### config.mk
export PLATFORM = sky130hd
export DESIGN_NAME = panel_init_seq
export DESIGN_NICKNAME = d
export VERILOG_FILES = /design/src/rtl/panel_init_pkg.sv /design/src/rtl/panel_init_tick.sv /design/src/rtl/panel_init_ms_timer.sv /design/src/rtl/panel_init_cmd_rom.sv /design/src/rtl/panel_init_seq.sv
export SDC_FILE = /design/constraint.sdc
export NUM_CORES = 1
export LEC_CHECK = 0
export BUFFER_PORTS_ARGS = -buffer_cell sky130_fd_sc_hd__buf_2
export CORE_MARGIN = 5
export CORE_UTILIZATION = 45
export CTS_CLUSTER_DIAMETER = 30
export CTS_CLUSTER_SIZE = 10
export DETAILED_ROUTE_END_ITERATION = 16
export GPL_ROUTABILITY_DRIVEN = 1
export PLACE_DENSITY = 0.75
export SETUP_SLACK_MARGIN = 0.15
export SKIP_CTS_REPAIR_TIMING = 1
export SYNTH_ARGS = -nofsm -noshare
export SYNTH_HDL_FRONTEND = slang
export SYNTH_SLANG_ARGS = --single-unit
### constraint.sdc
create_clock -name clk -period 2.2 [get_ports clk]
set_clock_uncertainty 0.2 [all_clocks]
set_input_delay 0.22 -clock clk [delete_from_list [all_inputs] [get_ports clk]]
set_output_delay 0.22 -clock clk [all_outputs]
set_load 0.005 [all_outputs]
### src/rtl/panel_init_pkg.sv
package panel_init_pkg;
  localparam int BYTE_W = 8;

  typedef enum logic [2:0] {
    PH_PRE    = 3'd0,
    PH_RST    = 3'd1,
    PH_SUP    = 3'd2,
    PH_SETTLE = 3'd3,
    PH_CLEAR  = 3'd4,
    PH_CMD    = 3'd5,
    PH_DONE   = 3'd6
  } phase_t;
endpackage

### src/rtl/panel_init_tick.sv
// Millisecond prescaler: one-cycle tick every DIV cycles, restartable.
module panel_init_tick #(
  parameter int DIV = 2
) (
  input  logic clk,
  input  logic rst,
  input  logic clr,
  output logic tick
);
  localparam int CW = (DIV > 2) ? $clog2(DIV) : 1;

  logic [CW-1:0] cnt;

  assign tick = (cnt == CW'(DIV - 1));

  always_ff @(posedge clk) begin
    if (rst || clr) cnt <= '0;
    else if (tick)  cnt <= '0;
    else            cnt <= cnt + CW'(1);
  end
endmodule

### src/rtl/panel_init_ms_timer.sv
// Counts prescaler ticks and flags the tick that ends a wait of 'target' ms.
module panel_init_ms_timer #(
  parameter int MS_W = 6
) (
  input  logic            clk,
  input  logic            rst,
  input  logic            clr,
  input  logic            tick,
  input  logic [MS_W-1:0] target,
  output logic            expire
);
  logic [MS_W-1:0] ms;

  assign expire = tick && (ms == target - MS_W'(1));

  always_ff @(posedge clk) begin
    if (rst || clr) ms <= '0;
    else if (tick)  ms <= ms + MS_W'(1);
  end
endmodule

### src/rtl/panel_init_cmd_rom.sv
// Command list lookup; entry i lives in CONTENT[8i+7:8i].
module panel_init_cmd_rom #(
  parameter int                 LEN     = 2,
  parameter int                 IDX_W   = 2,
  parameter logic [LEN*8-1:0]   CONTENT = '0
) (
  input  logic [IDX_W-1:0] idx,
  output logic [7:0]       dout
);
  logic [7:0] tbl [LEN];

  for (genvar g = 0; g < LEN; g++) begin : g_ent
    assign tbl[g] = CONTENT[g*8 +: 8];
  end

  always_comb begin
    dout = 8'h00;
    for (int i = 0; i < LEN; i++) begin
      if (idx == IDX_W'(i)) dout = tbl[i];
    end
  end
endmodule

### src/rtl/panel_init_seq.sv
module panel_init_seq
  import panel_init_pkg::*;
#(
  parameter int CLK_HZ      = 100_000_000,
  parameter int TICK_HZ     = 1000,
  parameter int PRE_MS      = 2,
  parameter int RST_MS      = 2,
  parameter int SUP_MS      = 2,
  parameter int SETTLE_MS   = 40,
  parameter int CLEAR_BYTES = 80 * 64,
  parameter int CMD_LEN     = 14,
  parameter logic [CMD_LEN*8-1:0] CMD_ROM = {
    8'hAF, 8'hA4, 8'h44, 8'hA2, 8'h41, 8'hA0, 8'h7F,
    8'h81, 8'h3F, 8'h00, 8'h15, 8'h3F, 8'h00, 8'h75 }
) (
  input  logic              clk,
  input  logic              rst,
  input  logic              wr_ready,
  output logic              pnl_rst_n,
  output logic              pnl_supply_en,
  output logic              bus_cs_n,
  output logic              wr_valid,
  output logic [BYTE_W-1:0] wr_byte,
  output logic              wr_is_data,
  output logic              init_done
);
  localparam int DIV    = CLK_HZ / TICK_HZ;
  localparam int MS_MAX = (SETTLE_MS > PRE_MS) ? SETTLE_MS : PRE_MS;
  localparam int MS_TOP = (MS_MAX > RST_MS) ? ((MS_MAX > SUP_MS) ? MS_MAX : SUP_MS)
                                            : ((RST_MS > SUP_MS) ? RST_MS : SUP_MS);
  localparam int MS_W   = $clog2(MS_TOP + 1);
  localparam int CLR_W  = $clog2(CLEAR_BYTES + 1);
  localparam int IDX_W  = $clog2(CMD_LEN + 1);

  phase_t            phase, phase_nxt;
  logic              tick, expire, advance, accept;
  logic [MS_W-1:0]   target;
  logic [CLR_W-1:0]  clr_cnt, clr_cnt_nxt;
  logic [IDX_W-1:0]  idx, idx_nxt;
  logic [BYTE_W-1:0] rom_byte;
  logic              offer_nxt;

  panel_init_tick #(.DIV(DIV)) u_tick (
    .clk (clk), .rst (rst), .clr (advance), .tick (tick)
  );

  panel_init_ms_timer #(.MS_W(MS_W)) u_timer (
    .clk (clk), .rst (rst), .clr (advance), .tick (tick),
    .target (target), .expire (expire)
  );

  panel_init_cmd_rom #(.LEN(CMD_LEN), .IDX_W(IDX_W), .CONTENT(CMD_ROM)) u_rom (
    .idx (idx_nxt), .dout (rom_byte)
  );

  assign accept = wr_valid && wr_ready;

  always_comb begin
    case (phase)
      PH_PRE:    target = MS_W'(PRE_MS);
      PH_RST:    target = MS_W'(RST_MS);
      PH_SUP:    target = MS_W'(SUP_MS);
      PH_SETTLE: target = MS_W'(SETTLE_MS);
      default:   target = MS_W'(1);
    endcase
  end

  always_comb begin
    phase_nxt   = phase;
    clr_cnt_nxt = clr_cnt;
    idx_nxt     = idx;
    case (phase)
      PH_PRE:    if (expire) phase_nxt = PH_RST;
      PH_RST:    if (expire) phase_nxt = PH_SUP;
      PH_SUP:    if (expire) phase_nxt = PH_SETTLE;
      PH_SETTLE: if (expire) phase_nxt = PH_CLEAR;
      PH_CLEAR: begin
        if (accept) begin
          clr_cnt_nxt = clr_cnt + CLR_W'(1);
          if (clr_cnt == CLR_W'(CLEAR_BYTES - 1)) phase_nxt = PH_CMD;
        end
      end
      PH_CMD: begin
        if (accept) begin
          idx_nxt = idx + IDX_W'(1);
          if (idx == IDX_W'(CMD_LEN - 1)) phase_nxt = PH_DONE;
        end
      end
      default: phase_nxt = PH_DONE;
    endcase
  end

  assign advance   = (phase_nxt != phase);
  assign offer_nxt = (phase_nxt == PH_CLEAR) || (phase_nxt == PH_CMD);

  always_ff @(posedge clk) begin
    if (rst) begin
      phase         <= PH_PRE;
      clr_cnt       <= '0;
      idx           <= '0;
      pnl_rst_n     <= 1'b1;
      pnl_supply_en <= 1'b0;
      bus_cs_n      <= 1'b1;
      wr_valid      <= 1'b0;
      wr_byte       <= '0;
      wr_is_data    <= 1'b0;
      init_done     <= 1'b0;
    end else begin
      phase         <= phase_nxt;
      clr_cnt       <= clr_cnt_nxt;
      idx           <= idx_nxt;
      pnl_rst_n     <= (phase_nxt != PH_RST);
      pnl_supply_en <= (phase_nxt == PH_SETTLE) || offer_nxt || (phase_nxt == PH_DONE);
      bus_cs_n      <= !offer_nxt;
      wr_valid      <= offer_nxt;
      wr_byte       <= (phase_nxt == PH_CMD) ? rom_byte : '0;
      wr_is_data    <= (phase_nxt == PH_CLEAR);
      init_done     <= (phase_nxt == PH_DONE);
    end
  end
endmodule

Yosys cells after proc, flatten, opt, wreduce, memory -nomap -nowiden
Index checks and enable logic that the tools add are counted.
- eq/ne operators: 28
- mux-type cells: 26
- bitwise gates (word level): 1
- reductions and logical operators: 15
- add/subtract/negate cells: 5
- operators with widths (cell ; number):
    $mux W8 ; 8
    $mux W7 ; 6
    $eq A4 B4 Y1 const B ; 7
    $mux W3 ; 8
    $pmux W3 S6 ; 1
    $add A17 B1 Y17 const B ; 1
    $eq A17 B17 Y1 const B ; 1
    $eq A4 B3 Y1 const B ; 4
    $eq A3 B3 Y1 const B ; 5
    $add A13 B1 Y13 const B ; 1
    $eq A13 B13 Y1 const B ; 1
    $pmux W6 S2 ; 1
    $eq A3 B2 Y1 const B ; 3
    $eq A4 B2 Y1 const B ; 2
    $mux W4 ; 2
    $reduce_or A8 Y1 ; 1
    $add A6 B1 Y6 const B ; 1
    $eq A6 B6 Y1 ; 1
    $sub A6 B1 Y6 const B ; 1
    $add A4 B1 Y4 const B ; 1
    $eq A4 B1 Y1 const B ; 1
    $logic_not A4 Y1 ; 1
    $logic_or A1 B1 Y1 ; 4
    $reduce_or A2 Y1 ; 2
    other kinds (10) ; 11
- output and inout port bits: 14
- input port bits: 3
- register bits: 57

Longest topological paths before layout
- depth in word-level cells: 18
- mapped depth: 9

Cells and area by module
Synthesis repeated with hierarchy kept, for this count alone.
- cell total of the unflattened synthesis: 308
- area, all modules: 2785.2 µm²
- by module, submodules not included (module ; times used ; sequential area each (µm²) ; area each (µm²) ; cells each):
    panel_init_seq ; 1 ; 680.7 ; 1415.1 ; 145
    panel_init_tick ; 1 ; 340.3 ; 800.8 ; 89
    panel_init_ms_timer ; 1 ; 120.1 ; 397.9 ; 46
    panel_init_cmd_rom ; 1 ; 0.0 ; 171.4 ; 28

Least setup slack after synthesis
No wires, ideal clock.
- path kind: register -> register
- start point: register u_tick.cnt[0]
- end point: register pnl_rst_n
- stages on the path, launching flop included: 8
- arrival: 1.838 ns
- slack: 0.040 ns
- path buffers: 0
- path through: dfxtp_1 -> ha_1 -> and4_1 -> nand4_1 -> or4_4 -> a31oi_4 -> or2_1 -> nand3_1
- word-level cells in the longest chain between the ends: 5
- ends and longest elaborated chain (item ; line ; source):
    start: declaration ; panel_init_tick.sv:12 ; logic [CW-1:0] cnt;
    start signal: assignment ; panel_init_tick.sv:19 ; else cnt <= cnt + CW'(1);
    $eq A17 B17 Y1 * ; panel_init_tick.sv:14 ; assign tick = (cnt == CW'(DIV - 1));
    $logic_and A1 B1 Y1 * ; panel_init_ms_timer.sv:14 ; assign expire = tick && (ms == target - MS_W'(1));
    $mux W3, on equally long branches ; -- ;
    $pmux W3 S6 * ; panel_init_seq.sv:72 ; case (phase)
    $ne A3 B1 Y1 * ; panel_init_seq.sv:112 ; pnl_rst_n <= (phase_nxt != PH_RST);
    end signal: assignment ; panel_init_seq.sv:112 ;
    end: declaration ; panel_init_seq.sv:19 ; output logic pnl_rst_n,
Mark *: on every way between the ends. The rest lies on a longest branch, timed or not.
A chain may end at the register's enable or synchronous reset.

Worst setup path after layout
Same ends and word-level chain as after synthesis.

==> impl_results.md <==
* Status: finished, final reports clean
* Netlist Area Pre-Place at 2630 µm²
* Routed len/inst at between 10 and 15 µm
* Met3 WL at between 200 and 250 µm
* M1 wire length at 2420 µm
* Row count at 27
* Uppermost layer routed: met4
* Antenna cells at 0
* I/O pin cnt at 17
* Worst-margin pin slew at between 500 and 600 ps
* Post-place setup slack at 46.0 ps
* CTS clk-pin slew, worst paths at ~60 ps
* Grt ovf at 0
* Post-route ant nets at 0
* Synth async-reset ratio at 0
* First-pass GRT wire length at ~8500 µm
* Register area share after synthesis at 0.433
* Drt via density at 5.24
* Slowest cell on crit path: or4_4
* Worst-path maximum fanout at 3
* Start point of the critical path: u_tick.cnt[0]
* Avg Cell Area, Syn at 8.86 µm²
* DIE HEIGHT at 86.5 µm
* Max-Cap Viols at 0
* Die area at 7480 µm²
* Final Max Slew Viols at 0
* Clock Latency Late Sink at 340 ps
* Top-area cell type share of the netlist area at 0.433
* Hold EP: clr_cnt[2]
* R2r endpoint: pnl_rst_n
* Synth warnings at 0
* PwrDens at 635 nW/µm²
* Worst hold path type: in -> reg
* Total Power at about 2.1 mW
* R2R Path Start: u_tick.cnt[0]
* Slack of the critical path at 67.1 ps
* Post-DP HPWL at 3440 µm
* Unrepaired setup endpoints after global routing: true
* Post-synth cell types at 47
* Nets at 348
* WP data required at approximately 2200 ps
* Largest net degree at the start of global routing at 27
* Syn-to-layout area delta at 28.1%
* Residual DRC at 0
* Final min period at 2130 ps
* Worst R2R Setup Slack at 70 ps
* Clock sink total at 57
* CTS root buffer: clkbuf_8
* Worst EP arrival at between 2000 and 2500 ps
* Initial Util at 0.469
* Overall Global Routing Usage at 0.143
* Predominant post-synthesis flop cell: dfxtp_1
* Core footprint at 5610 µm²
* CTS max path bufs at 2
* Initial drt markers at 149
* Hold depth at 2
* 1st-pass router iterations at 4
* Count of state elements after synthesis at 57
* Rel. slew slack at 0.665
* CTS HTree Levels at 3
* Chip Width at 86.5 µm
* Critical path class: reg -> reg
* Final Wtd Congestion at 0.827
* Final wirelength at 5700 µm
* Setup TNS at 0 ps
* # setup viols final at 0
* Post-Synthesis Cells at ~300
* Worst R2R Path Depth at 7
* Setup crit end kind: flop
* CTS buffer count at 9
* Synth area leaders: dfxtp_1 43%, xor2_1 7.7%, nor2_1 7.0%, xnor2_1 3.7%, nand2_1 3.4%
* Biggest cell delay along the critical path at 520 ps
* FMAX at roughly 470 MHz
* CP Launch Type: flop
* Leakage at 1.27 nW
* Mapped Nets at between 300 and 400
* Number of flops mapped to enable cells by yosys at 0
* Initial antenna violation count at 0
* Cell chain of the critical path: ha_4 -> and4_4 -> nand4_1 -> or4_4 -> a31oi_4 -> or2_4 -> nand3_2
* Synth area leader: dfxtp_1
* Proportion of layout cells with a drive suffix above 1 at 0.305
* Number of global-route vias before repair at 2022
* Max IR drop VDD at about 500 µV
* Via count at between 2000 and 2500
* WL met2 at 2960 µm
* Final hold vios at 0
* CTS tree: done
* I/O Buffers at 16
* Hold path startpoint: rst
* Period utilization at 0.970
-- per-stage QoR --
step,instance area [µm²],hold slack [ps],util,instances
floorplan,2660,230,-,297
global placement,2880,237,0.514,388
detailed placement,2880,244,0.514,388
CTS,3090,104,0.552,403
global route,3370,129,0.601,416
finish,3370,127,0.601,416
-- kinds of logic (layout without fill, tap and decap cells) --
group | count (synthesis) | after routing | share of synthesized area
AOI/OAI and AO/OA | 34 | 34 | 0.0917
xor gates and xnor gates | 34 | 34 | 0.113
adders and majority gates | 5 | 5 | 0.0238
buffers and inverters | 23 | 70 | 0.0437
DFF | 57 | 57 | 0.433
muxes | 5 | 5 | 0.0195
and+or+nand+nor | 139 | 139 | 0.275
-- worst max-delay path: cells and delay by family, from the launching register on --
kind	cells	cell delay, ps
compound gates	1	240
fa+ha+maj	1	140
flops	1	360
simple gates	5	1090
-- synth_stat cells (all sizes together) (4+ instances only) --
cell and number:
a211oi 4, xor2 23, nand4 12, nand2 24, dfxtp 57, inv 9, ha 5, nor3 16
mux2i 4, o21ai 8, nand3 16, a21oi 11, xnor2 11, clkbuf 8, nor2 49, buf 6
and3 4
-- layout by cell type (no fill, tap or decap), drive strengths merged, types with 9 or more instances in the layout --
| cell | instances |
|---|---|
| dfxtp | 57 |
| nor2 | 49 |
| buf | 44 |
| nand2 | 24 |
| xor2 | 23 |
| nand3 | 16 |
| nor3 | 16 |
| clkbuf | 14 |
| nand4 | 12 |
| a21oi | 11 |
| xnor2 | 11 |
| inv | 9 |
-- sequential cells by signal, summed over array words and instances (netlist names) --
name           count
u_tick.cnt        17
clr_cnt           13
wr_byte            8
u_timer.ms         6
idx                4
phase              3
bus_cs_n           1
init_done          1
pnl_rst_n          1
pnl_supply_en      1
wr_is_data         1
wr_valid           1
-- cell type report --
cell class	instances	area, µm²
Inverter	9	33.8
Clock inverter	3	65.1
Multi-Input combinational cell	217	1520
Tap cell	72	90.1
Timing Repair Buffer	46	360
Clock buffer	12	145
Fill cell	489	2240
Sequential cell	57	1150
-- where the power goes --
part           switching, mW  internal [mW]  total (mW)
Combinational         0.0262         0.0260      0.0522
Clock                  0.387          0.661        1.05
Sequential           0.00528           1.04        1.04
Total                  0.418           1.72        2.14
-- metal layers --
layer,vias up,track usage
li1,1109,-
met1,1029,0.158
met2,28,0.244
met3,13,0.0637
met4,0,0.0482
met5,-,0
-- worst max path at each step --
stage / to / slack (ps) / cells past startpoint
finish: pnl_rst_n / 70 / 7
global route: u_tick.cnt[16] / -20 / 6
CTS: u_tick.cnt[5] / 30 / 8
detailed placement: phase[0] / 50 / 8
global placement: phase[0] / 110 / 8
floorplan: pnl_rst_n / 120 / 7
Power figures use the tool's default switching activity.
